`src/rtl/lcd_tg_pkg.sv`:
```
package lcd_tg_pkg;

    typedef enum logic [1:0] {
        ST_STOP   = 2'd0,
        ST_ACTIVE = 2'd1,
        ST_HBLANK = 2'd2,
        ST_VBLANK = 2'd3
    } scan_state_e;

    // Pin levels held in reset (match the default polarity selections)
    localparam logic RST_PCLK = 1'b1;
    localparam logic RST_HS   = 1'b0;
    localparam logic RST_VS   = 1'b1;
    localparam logic RST_LD   = 1'b0;

    // Frame sync width code to line count; reserved code maps to 3
    function automatic logic [1:0] vs_lines(input logic [1:0] code);
        logic [1:0] n;
        unique case (code)
            2'd0:    n = 2'd1;
            2'd1:    n = 2'd2;
            default: n = 2'd3;
        endcase
        return n;
    endfunction

endpackage

```
`src/rtl/lcd_scan_counter.sv`:
```
module lcd_scan_counter #(
    parameter int CW = 10
) (
    input  logic          clk,
    input  logic          rst_n,
    input  logic          run_en,
    input  logic          running,
    input  logic [CW-1:0] h_total,
    input  logic [CW-1:0] v_total,
    output logic [CW-1:0] h_q,
    output logic [CW-1:0] v_q,
    output logic          ph_q,
    output logic [CW-1:0] nxt_h,
    output logic [CW-1:0] nxt_v,
    output logic          px_end
);

    localparam logic [CW-1:0] ONE = CW'(1);

    logic line_wrap;

    always_comb begin
        px_end    = running & ph_q;
        line_wrap = (h_q == h_total - ONE);
        nxt_h     = line_wrap ? '0 : h_q + ONE;
        if (line_wrap)
            nxt_v = (v_q == v_total - ONE) ? '0 : v_q + ONE;
        else
            nxt_v = v_q;
    end

    always_ff @(posedge clk or negedge rst_n) begin
        if (!rst_n) begin
            h_q  <= '0;
            v_q  <= '0;
            ph_q <= 1'b0;
        end else if (!run_en) begin
            h_q  <= '0;
            v_q  <= '0;
            ph_q <= 1'b0;
        end else if (running) begin
            ph_q <= ~ph_q;
            if (ph_q) begin
                h_q <= nxt_h;
                v_q <= nxt_v;
            end
        end
    end

    // halting clears the position
    a_r2_position_cleared: assert property (@(posedge clk) disable iff (!rst_n)
        !run_en |=> (h_q == '0 && v_q == '0 && !ph_q));

    // the half-pixel phase alternates every cycle while running
    a_r3_phase_alternates: assert property (@(posedge clk) disable iff (!rst_n)
        (running && run_en) |=> (ph_q != $past(ph_q)));

endmodule

```
`src/rtl/lcd_seq_fsm.sv`:
```
module lcd_seq_fsm
    import lcd_tg_pkg::*;
#(
    parameter int CW = 10
) (
    input  logic          clk,
    input  logic          rst_n,
    input  logic          run_en,
    input  logic          px_end,
    input  logic [CW-1:0] nxt_h,
    input  logic [CW-1:0] nxt_v,
    input  logic [CW-1:0] h_active,
    input  logic [CW-1:0] v_active,
    output scan_state_e   state_q,
    output logic          running,
    output logic          in_active
);

    scan_state_e state_d;
    scan_state_e nxt_class;

    always_comb begin
        if (nxt_v >= v_active)
            nxt_class = ST_VBLANK;
        else if (nxt_h >= h_active)
            nxt_class = ST_HBLANK;
        else
            nxt_class = ST_ACTIVE;
    end

    always_comb begin
        state_d = state_q;
        unique case (state_q)
            ST_STOP: begin
                if (run_en)
                    state_d = ST_ACTIVE;
            end
            ST_ACTIVE, ST_HBLANK, ST_VBLANK: begin
                if (!run_en)
                    state_d = ST_STOP;
                else if (px_end)
                    state_d = nxt_class;
            end
            default: state_d = ST_STOP;
        endcase
    end

    always_ff @(posedge clk or negedge rst_n) begin
        if (!rst_n)
            state_q <= ST_STOP;
        else
            state_q <= state_d;
    end

    always_comb begin
        running   = (state_q != ST_STOP);
        in_active = (state_q == ST_ACTIVE);
    end

    // a low run bit halts the sequencer on the next edge
    a_r1_halt: assert property (@(posedge clk) disable iff (!rst_n)
        !run_en |=> (state_q == ST_STOP));

    // starting always enters the first visible pixel
    a_r2_start_visible: assert property (@(posedge clk) disable iff (!rst_n)
        (state_q == ST_STOP && run_en) |=> (state_q == ST_ACTIVE));

endmodule

```
`src/rtl/lcd_out_stage.sv`:
```
module lcd_out_stage
    import lcd_tg_pkg::*;
#(
    parameter int CW = 10,
    parameter int DW = 24
) (
    input  logic          clk,
    input  logic          rst_n,
    input  logic          running,
    input  logic          in_active,
    input  logic          src_valid,
    input  logic          ph,
    input  logic [CW-1:0] h_pos,
    input  logic [CW-1:0] v_pos,
    input  logic [CW-1:0] h_active,
    input  logic [CW-1:0] load_width,
    input  logic [1:0]    vs_width,
    input  logic          pclk_gate,
    input  logic          stn_mode,
    input  logic          zero_data,
    input  logic          load_mode,
    input  logic          pol_pclk,
    input  logic          pol_hs,
    input  logic          pol_vs,
    input  logic          pol_ld,
    input  logic [DW-1:0] pix_in,
    output logic          pclk_o,
    output logic          hs_o,
    output logic          vs_o,
    output logic          ld_o,
    output logic [DW-1:0] data_o
);

    logic          vld;
    logic          gated;
    logic          raw_pclk;
    logic          raw_hs;
    logic          raw_vs;
    logic          raw_ld;
    logic          in_ld_win;
    logic [CW:0]   ld_end;
    logic [DW-1:0] data_d;

    always_comb begin
        vld       = running & in_active & src_valid;
        gated     = stn_mode | pclk_gate;
        raw_pclk  = running & ph & (~gated | vld);
        raw_hs    = running & (h_pos == '0);
        raw_vs    = running & (v_pos < CW'(vs_lines(vs_width)));
        ld_end    = {1'b0, h_active} + {1'b0, load_width};
        in_ld_win = ({1'b0, h_pos} >= {1'b0, h_active}) && ({1'b0, h_pos} < ld_end);
        raw_ld    = running & (load_mode ? vld : in_ld_win);
        data_d    = (vld && !zero_data) ? pix_in : '0;
    end

    // Polarity is folded into the final register so every pin moves on one edge
    always_ff @(posedge clk or negedge rst_n) begin
        if (!rst_n) begin
            pclk_o <= RST_PCLK;
            hs_o   <= RST_HS;
            vs_o   <= RST_VS;
            ld_o   <= RST_LD;
            data_o <= '0;
        end else begin
            pclk_o <= raw_pclk ^ pol_pclk;
            hs_o   <= raw_hs ^ pol_hs;
            vs_o   <= raw_vs ^ pol_vs;
            ld_o   <= raw_ld ^ pol_ld;
            data_o <= data_d;
        end
    end

    // no data leaves the block while halted
    a_r1_data_idle: assert property (@(posedge clk) disable iff (!rst_n)
        !running |=> (data_o == '0));

    // STN panels never see a pixel clock edge outside valid data
    a_r5_stn_gated: assert property (@(posedge clk) disable iff (!rst_n)
        (stn_mode && !(in_active && src_valid)) |=> (pclk_o == $past(pol_pclk)));

    // forced-zero data empties the bus
    a_r10_zero_bus: assert property (@(posedge clk) disable iff (!rst_n)
        zero_data |=> (data_o == '0));

    // line sync is inactive away from pixel 0
    a_r8_hs_only_pixel0: assert property (@(posedge clk) disable iff (!rst_n)
        (h_pos != '0) |=> (hs_o == $past(pol_hs)));

endmodule

```
`src/rtl/lcd_raster_timer.sv`:
```
module lcd_raster_timer
    import lcd_tg_pkg::*;
#(
    parameter int CW = 10,
    parameter int DW = 24
) (
    input  logic          clk,
    input  logic          rst_n,
    input  logic          run_en,
    input  logic          pclk_gate,
    input  logic          stn_mode,
    input  logic          zero_data,
    input  logic          load_mode,
    input  logic [1:0]    vs_width,
    input  logic [CW-1:0] load_width,
    input  logic [CW-1:0] h_active,
    input  logic [CW-1:0] h_total,
    input  logic [CW-1:0] v_active,
    input  logic [CW-1:0] v_total,
    input  logic          pol_pclk,
    input  logic          pol_hs,
    input  logic          pol_vs,
    input  logic          pol_ld,
    input  logic          src_valid,
    input  logic [DW-1:0] pix_in,
    output logic          lcd_pclk,
    output logic          lcd_hsync,
    output logic          lcd_vsync,
    output logic          lcd_load,
    output logic [DW-1:0] lcd_data
);

    scan_state_e   state_q;
    logic          running;
    logic          in_active;
    logic [CW-1:0] h_q;
    logic [CW-1:0] v_q;
    logic          ph_q;
    logic [CW-1:0] nxt_h;
    logic [CW-1:0] nxt_v;
    logic          px_end;

    lcd_scan_counter #(.CW(CW)) u_cnt (
        .clk     (clk),
        .rst_n   (rst_n),
        .run_en  (run_en),
        .running (running),
        .h_total (h_total),
        .v_total (v_total),
        .h_q     (h_q),
        .v_q     (v_q),
        .ph_q    (ph_q),
        .nxt_h   (nxt_h),
        .nxt_v   (nxt_v),
        .px_end  (px_end)
    );

    lcd_seq_fsm #(.CW(CW)) u_fsm (
        .clk       (clk),
        .rst_n     (rst_n),
        .run_en    (run_en),
        .px_end    (px_end),
        .nxt_h     (nxt_h),
        .nxt_v     (nxt_v),
        .h_active  (h_active),
        .v_active  (v_active),
        .state_q   (state_q),
        .running   (running),
        .in_active (in_active)
    );

    lcd_out_stage #(.CW(CW), .DW(DW)) u_out (
        .clk        (clk),
        .rst_n      (rst_n),
        .running    (running),
        .in_active  (in_active),
        .src_valid  (src_valid),
        .ph         (ph_q),
        .h_pos      (h_q),
        .v_pos      (v_q),
        .h_active   (h_active),
        .load_width (load_width),
        .vs_width   (vs_width),
        .pclk_gate  (pclk_gate),
        .stn_mode   (stn_mode),
        .zero_data  (zero_data),
        .load_mode  (load_mode),
        .pol_pclk   (pol_pclk),
        .pol_hs     (pol_hs),
        .pol_vs     (pol_vs),
        .pol_ld     (pol_ld),
        .pix_in     (pix_in),
        .pclk_o     (lcd_pclk),
        .hs_o       (lcd_hsync),
        .vs_o       (lcd_vsync),
        .ld_o       (lcd_load),
        .data_o     (lcd_data)
    );

    // data only appears while the sequencer reports a visible pixel
    a_r12_data_visible_only: assert property (@(posedge clk) disable iff (!rst_n)
        (state_q != ST_ACTIVE) |=> (lcd_data == '0));

endmodule

```
`config.mk`:
```
export PLATFORM = sky130hd
export DESIGN_NAME = lcd_raster_timer
export DESIGN_NICKNAME = d
export VERILOG_FILES = /design/src/rtl/lcd_tg_pkg.sv /design/src/rtl/lcd_scan_counter.sv /design/src/rtl/lcd_seq_fsm.sv /design/src/rtl/lcd_out_stage.sv /design/src/rtl/lcd_raster_timer.sv
export SDC_FILE = /design/constraint.sdc
export NUM_CORES = 1
export LEC_CHECK = 0
export CAP_MARGIN = 20
export CORE_MARGIN = 8
export CORE_UTILIZATION = 45
export DETAILED_ROUTE_END_ITERATION = 8
export DONT_BUFFER_PORTS = 1
export PLACE_DENSITY_LB_ADDON = 0.25
export SYNTH_ARGS = -nofsm -noshare
export SYNTH_HDL_FRONTEND = slang
export SYNTH_SLANG_ARGS = --single-unit
```
`constraint.sdc`:
```
create_clock -name clk -period 7 [get_ports clk]
set_input_delay 0.7 -clock clk [delete_from_list [all_inputs] [get_ports clk]]
set_output_delay 0.7 -clock clk [all_outputs]
set_load 0.01 [all_outputs]
```
## Word-level counts from Yosys, hierarchy flattened

Index checks and enable logic that the tools add are counted.
W data, S select, Z words.

| operators by class | value |
|---|---|
| add/subtract/negate cells | 5 |
| multipliers | 0 |
| divide/modulo/power cells | 0 |
| magnitude comparators | 5 |
| eq/ne operators | 10 |
| shift-type cells | 0 |
| mux-type cells | 20 |
| bitwise gates (word level) | 15 |
| reductions and logical operators | 10 |

Operator list:

| operator | number |
|---|---|
| $mux W10 | 9 |
| $ge A10 B10 Y1 | 3 |
| $mux W24 | 1 |
| $add A10 B1 Y10 const B | 2 |
| $eq A10 B10 Y1 | 2 |
| $sub A10 B1 Y10 const B | 2 |
| $add A10 B10 Y11 | 1 |
| $lt A10 B11 Y1 | 1 |
| $logic_not A10 Y1 | 1 |
| $lt A10 B2 Y1 | 1 |
| $mux W2 | 5 |
| $pmux W2 S2 | 2 |
| $and A1 B1 Y1 | 7 |
| $eq A2 B1 Y1 const B | 2 |
| $eq A2 B2 Y1 const B | 2 |
| $logic_not A2 Y1 | 2 |
| $ne A2 B1 Y1 const B | 2 |
| $reduce_and A2 Y1 | 2 |
| $xor A1 B1 Y1 | 4 |
| $mux W1 | 3 |
| $ne A3 B3 Y1 const B | 1 |
| $reduce_or A3 Y1 | 1 |
| $logic_and A1 B1 Y1 | 2 |
| $ne A2 B2 Y1 const B | 1 |
| 4 further kinds | 6 |

| word-level totals | value |
|---|---|
| register bits | 51 |
| bits in latches | 0 |
| RAM bits | 0 |
| memory bits (read-only) | 0 |
| input port bits | 88 |
| output and inout port bits | 28 |
| word-level logic and storage cells | 74 |
| memories | 0 |

## Longest topological paths before layout

| logic depth | value |
|---|---|
| word-level depth | 9 |
| mapped depth | 19 |
| gate-level depth less buffers | 17 |

## Cells and area by module

A second synthesis with hierarchy kept.

| unflattened totals | value |
|---|---|
| cells, all modules | 565 |
| area total of the unflattened synthesis | 4655.7 µm² |

By module, submodules not included:

| module | times used | cells an instance | area each (µm²) | seq. area each (µm²) |
|---|---|---|---|---|
| lcd_scan_counter | 1 | 301 | 2177.1 | 525.5 |
| lcd_out_stage | 1 | 186 | 1888.1 | 703.2 |
| lcd_seq_fsm | 1 | 78 | 590.6 | 50.0 |

## Least setup slack after synthesis

Ideal clock, no wire load.

| timing path | value |
|---|---|
| path type | input -> register |
| start point | in h_total[1] |
| end point | reg u_fsm.state_q[1] |
| setup time | 126 ps |
| data arrival time | 3945 ps |
| required time | 6874 ps |
| path slack | 2929 ps |
| cell stages on the path | 14 |
| buffers on the path | 0 |
| cell sequence | or4_1 > nor2_1 > xnor2_1 > o2111ai_1 > nor3_1 > nand2_1 > mux2_2 > ha_1 > nand2b_1 > a21o_1 > a21o_1 > a221oi_1 > o31ai_1 > o311a_1 |

| on the way | value |
|---|---|
| cells in the longest elaborated chain, start to end | 9 |
| elaborated cells between the ends (all ways) | 11 |
| classes of those cells | add/sub (1); order compare (2); eq/ne (1); mux (7) |

RTL lines:

| what | line | RTL |
|---|---|---|
| from (decl) | lcd_raster_timer.sv:17 | `input logic [CW-1:0] h_total,` |
| $sub A10 B1 Y10 * | lcd_scan_counter.sv:24 | `line_wrap = (h_q == h_total - ONE);` |
| $eq A10 B10 Y1 * | lcd_scan_counter.sv:24 |  |
| $mux W10 | lcd_scan_counter.sv:25 | `nxt_h = line_wrap ? '0 : h_q + ONE;` |
| $ge A10 B10 Y1 | lcd_seq_fsm.sv:25 | `else if (nxt_h >= h_active)` |
| $mux W2 | lcd_seq_fsm.sv:25 |  |
| $mux W2 * | lcd_seq_fsm.sv:23 | `if (nxt_v >= v_active)` |
| $mux W2 * | lcd_seq_fsm.sv:41 | `else if (px_end)` |
| $mux W2 * | lcd_seq_fsm.sv:39 | `if (!run_en)` |
| $pmux W2 S2 * | lcd_seq_fsm.sv:33 | `unique case (state_q)` |
| to (signal assigned) | lcd_seq_fsm.sv:52 | `state_q <= state_d;` |
| to (decl) | lcd_seq_fsm.sv:14 | `output scan_state_e state_q,` |

Mark *: on every way between the ends. The rest lies on a longest branch, timed or not. The select of a mux whose other input is x is not followed.
A chain may end at the register's enable or synchronous reset.

## Worst setup path after layout

| timing path | value |
|---|---|
| start point | in v_total[2] |
| end point | reg u_fsm.state_q[1] |

| on the way | value |
|---|---|
| cells in the longest elaborated chain, start to end | 9 |

RTL lines:

| what | line | RTL |
|---|---|---|
| from (decl) | lcd_raster_timer.sv:19 | `input logic [CW-1:0] v_total,` |
| $sub A10 B1 Y10 | lcd_scan_counter.sv:27 | `nxt_v = (v_q == v_total - ONE) ? '0 : v_q + ONE;` |
| $eq A10 B10 Y1 | lcd_scan_counter.sv:27 |  |
| $mux W10 | lcd_scan_counter.sv:27 |  |
| $mux W10 | lcd_scan_counter.sv:26 | `if (line_wrap)` |
| $ge A10 B10 Y1 | lcd_seq_fsm.sv:23 |  |
| $mux W2 | lcd_seq_fsm.sv:23 |  |
| $mux W2 | lcd_seq_fsm.sv:41 |  |
| $mux W2 | lcd_seq_fsm.sv:39 |  |
| $pmux W2 S2 | lcd_seq_fsm.sv:33 |  |

Every way passes these cells. The select of a mux whose other input is x is not followed.

==> impl_metrics.py <==
metrics = {
    "synthesis": {
        "ys_seq_area_share_pct": 27.5,
        "synth-simple-area-share_pct": 25.2,
        "synth.distinct_cells": 66,
        "synthMuxAreaShare_pct": 0.458,
        "netlist_area_sq_um": 4640,
        "synth_seq_cells": 51,
        "ys.flop_type": "dfrtp_1",
        "synth_fp_nets": 698,
        "synthXorXnorAreaFrac_pct": 7.55,
        "synth_edf_count": 0,
        "synth_top_family_by_area": "simple AND/OR/NAND/NOR gates",
        "synth-compound-area-share_pct": 18.1,
        "synth_cells": 554,
        "async_reset_ff_share_pct": 100,
        "synth_fa_ha_area_share_pct": 15.5,
        "avgSynthCellArea_sq_um": 8.38,
        "synth_warnings": 0,
    },
    "status": {
        "status": "finished, final reports clean",
    },
    "setup_path": {
        "cp.arrival_ns": 4.34,
        "cp-start-kind": "input port",
        "critPathKind": "input port to flop",
        "required_ns": 7.19,
        "rr_worst_depth": 13,
        "endpoint_kind": "flop",
        "worstPathMaxFanout": 12,
    },
    "clock_tree": {
        "cts_root_buffer": "clkbuf_8",
        "cts_resized": 0,
        "h-tree-depth": 2,
        "holdBufCountCts": 0,
        "cts.clk_slew.worst_paths_ns": 0.11,
        "post_cts_buffers": 0,
        "cts_buffers": 5,
        "clk_path_buf_depth": 2,
        "insertion_delay_ns": 0.31,
        "cts_sinks": 51,
        "cts_tree": "done",
    },
    "pwr": {
        "p_comb_share_pct": 28.3,
        "ir_drop_v": 0.000114,
        "p_switching_uw": 273,
        "leakagePower_uw": 0.00221,
        "p_sw_share_pct": 33.8,
        "p_clk_share_pct": 26.1,
        "internal_power_uw": 534,
        "powerDensity_nw_per_um2": 167,
        "seq_power_share_pct": 45.7,
    },
    "global_routing": {
        "grt_overflow_total": 0,
        "grt_usage_pct": 17.3,
        "antenna_found_initial": 0,
        "grt_max_degree": 52,
        "grt_pass1_wl_um": 20000,
        "grt_pass1_vias": 4090,
    },
    "floorplan": {
        "io-pin-count": 116,
        "initial_core_util_pct": 45.6,
        "die_h_um": 118,
        "rows": 37,
        "fp.dieArea_sq_um": 13800,
        "die_w_um": 118,
        "coreArea_sq_um": 10200,
    },
    "final_layout": {
        "antennaDiodeCount": 0,
        "seqCellArea_sq_um": 1280,
        "fin_nets": 682,
        "areaGrowthSynthToFinish_pct": 4.18,
        "fill_cells": 991,
        "drive_gt1_share_pct": 4.82,
        "multi_input_area_sq_um": 3100,
        "fin_cells": 675,
    },
    "routing": {
        "drc": 0,
        "drt_wl_total_um": 12300,
        "firstDrtPassIters": 5,
        "routed_via_density": 6.04,
        "ant_nets": 0,
        "wl_per_cell_um": 18.3,
        "vias": 4075,
        "drtIter0Drc": 198,
    },
    "timing": {
        "relSlewSlack_pct": 38.5,
        "worst_slack_ns": 2.85,
        "timing.final.crit_share_pct": 59.3,
        "slew_violations": 0,
        "worst_pin_slew_ns": 0.919,
        "skew_ns": 0.0168,
        "final-setup-viol-count": 0,
        "fmax_ghz": 0.241,
        "hold_viol": 0,
        "totalNegativeSetupSlack_ns": 0,
        "rsz0062_at_grt": "false",
        "period_minus_slack_ns": 4.15,
    },
    "flow_run": {
        "drv_cap": 0,
    },
    "placed_design": {
        "io_buffer_count": 0,
        "dp.cells": 667,
        "gp_congestion": 0.873,
        "pre_cts_slack_ns": 2.59,
        "hpwl_um": 9560,
    },
    "hold_path": {
        "min_path_type": "input port to asynchronous set/reset pin",
    },
}
-- cell usage after synthesis (all sizes together) (4+ instances only) --
master,number,area share (%)
ha,55,15
dfrtp,49,26
inv,42,3.4
nand2,40,3.3
nor2,31,2.5
a21oi,29,3.1
and2,27,3.6
nand3,26,2.8
xnor2,23,4.3
clkbuf,18,1.5
o21ai,17,1.8
xor2,17,3.2
nor3,16,1.7
nand2b,14,1.9
nand4,12,1.6
o22ai,11,1.5
a21o,10,1.6
or3,10,1.3
buf,8,0.92
nor4,8,1.5
o211ai,8,1.4
nor3b,6,1.1
o31ai,6,0.97
a211oi,5,0.81
o311ai,5,1.1
a31oi,4,0.54
nand3b,4,0.65
o21a,4,0.65
or2,4,0.54
or4,4,0.81
-- power by group through the flow --
stage               registers, uW  logic (uW)  clock network, uW
detailed placement            375         230                  0
finish                        369         228                210
global placement              375         223                  0
floorplan                     364         183                  0
global route                  374         257                230
CTS                           370         231                219
-- sequential cells by signal, indices dropped and copies added (netlist names) --
name	count
u_out.hs_o	1
u_cnt.v_q	10
u_cnt.ph_q	1
u_cnt.h_q	10
u_fsm.state_q	2
u_out.vs_o	1
u_out.ld_o	1
u_out.data_o	24
u_out.pclk_o	1
-- worst max-delay path, cell delays in order --
cell and delay [ns]:
nor4_2 0.51, and2_1 0.26, o21ai_0 0.13, nor3b_1 0.37, nand3_1 0.41, nand2_1 0.33, mux2_2 0.19, ha_1 0.21
nand2b_1 0.15, a21o_1 0.18, a21o_1 0.17, a221oi_1 0.26, o31ai_1 0.13, o311a_1 0.33
-- cell families (layout without fill, tap and decap cells) --
kind of cell	count (synthesis)	count (layout)
simple gates	213	213
compound gates	123	123
buf+inv	68	53
fa+ha+maj	57	57
flops	51	51
xor+xnor	40	40
mux	2	2
-- placed cells by master (no fill, tap or decap), types with 3 or more instances in the layout --
cell type / count
a211oi_1: 5
a21o_1: 10
a21oi_1: 29
a31oi_1: 4
and2_1: 27
and3_1: 3
buf_4: 3
clkbuf_8: 5
dfrtp_1: 49
ha_1: 55
inv_1: 42
nand2_1: 39
nand2b_1: 14
nand3_1: 26
nand3b_1: 4
nand4_1: 12
nor2_1: 31
nor2b_1: 3
nor3_1: 16
nor3b_1: 4
nor4_1: 6
o211ai_1: 7
o21a_1: 4
o21ai_0: 16
o22ai_1: 11
o311ai_0: 4
o31ai_1: 6
o32ai_1: 3
or2_2: 4
or3_1: 10
xnor2_1: 23
xor2_1: 17
-- stage by stage --
| step | power, uW | util, % | hold slack [ns] | instance area (sq um) |
|---|---|---|---|---|
| 2_1_floorplan | 547 | - | 0.404 | 4640 |
| 3_3_place_gp | 599 | 46.4 | 0.408 | 4730 |
| 3_5_place_dp | 605 | 46.4 | 0.408 | 4730 |
| 4_1_cts | 820 | 47.5 | 0.0527 | 4840 |
| 5_1_grt | 861 | 47.5 | 0.0399 | 4840 |
| 6_report | 807 | 47.5 | 0.0678 | 4840 |
-- per-layer routing --
metal,GRT usage (%),routed length [um],vias up
li1,-,-,1957
met3,6.28,1160,7
met5,0,0,-
met1,20.9,5350,1957
met4,4.24,82,0
met2,28.6,5730,154
-- cell type report --
cell class | count | area share (%)
sequential | 51 | 26.4
multi-input combinational | 435 | 64.1
clock buffer | 7 | 1.58
tap | 136 | 3.52
timing repair buffer | 3 | 0.466
clock inverter | 1 | 0.621
inverter | 42 | 3.26
-- worst paths after layout --
kind                                               from  slack [ns]                           end
max                                          v_total[2]        2.85  u_fsm.state_q[1]$_DFFE_PN0P_
min                                               rst_n        0.07    u_out.data_o[20]$_DFF_PN0_
max reg2reg                    u_cnt.h_q[7]$_DFFE_PN0P_        2.91  u_fsm.state_q[1]$_DFFE_PN0P_
min reg2reg                u_fsm.state_q[1]$_DFFE_PN0P_        0.65        u_cnt.ph_q$_DFFE_PN0P_
max in group asynchronous                         rst_n        6.74        u_out.pclk_o$_DFF_PN1_
min in group clk                               pol_pclk        0.44        u_out.pclk_o$_DFF_PN1_
No activity file was read; power rests on OpenSTA's default activity.
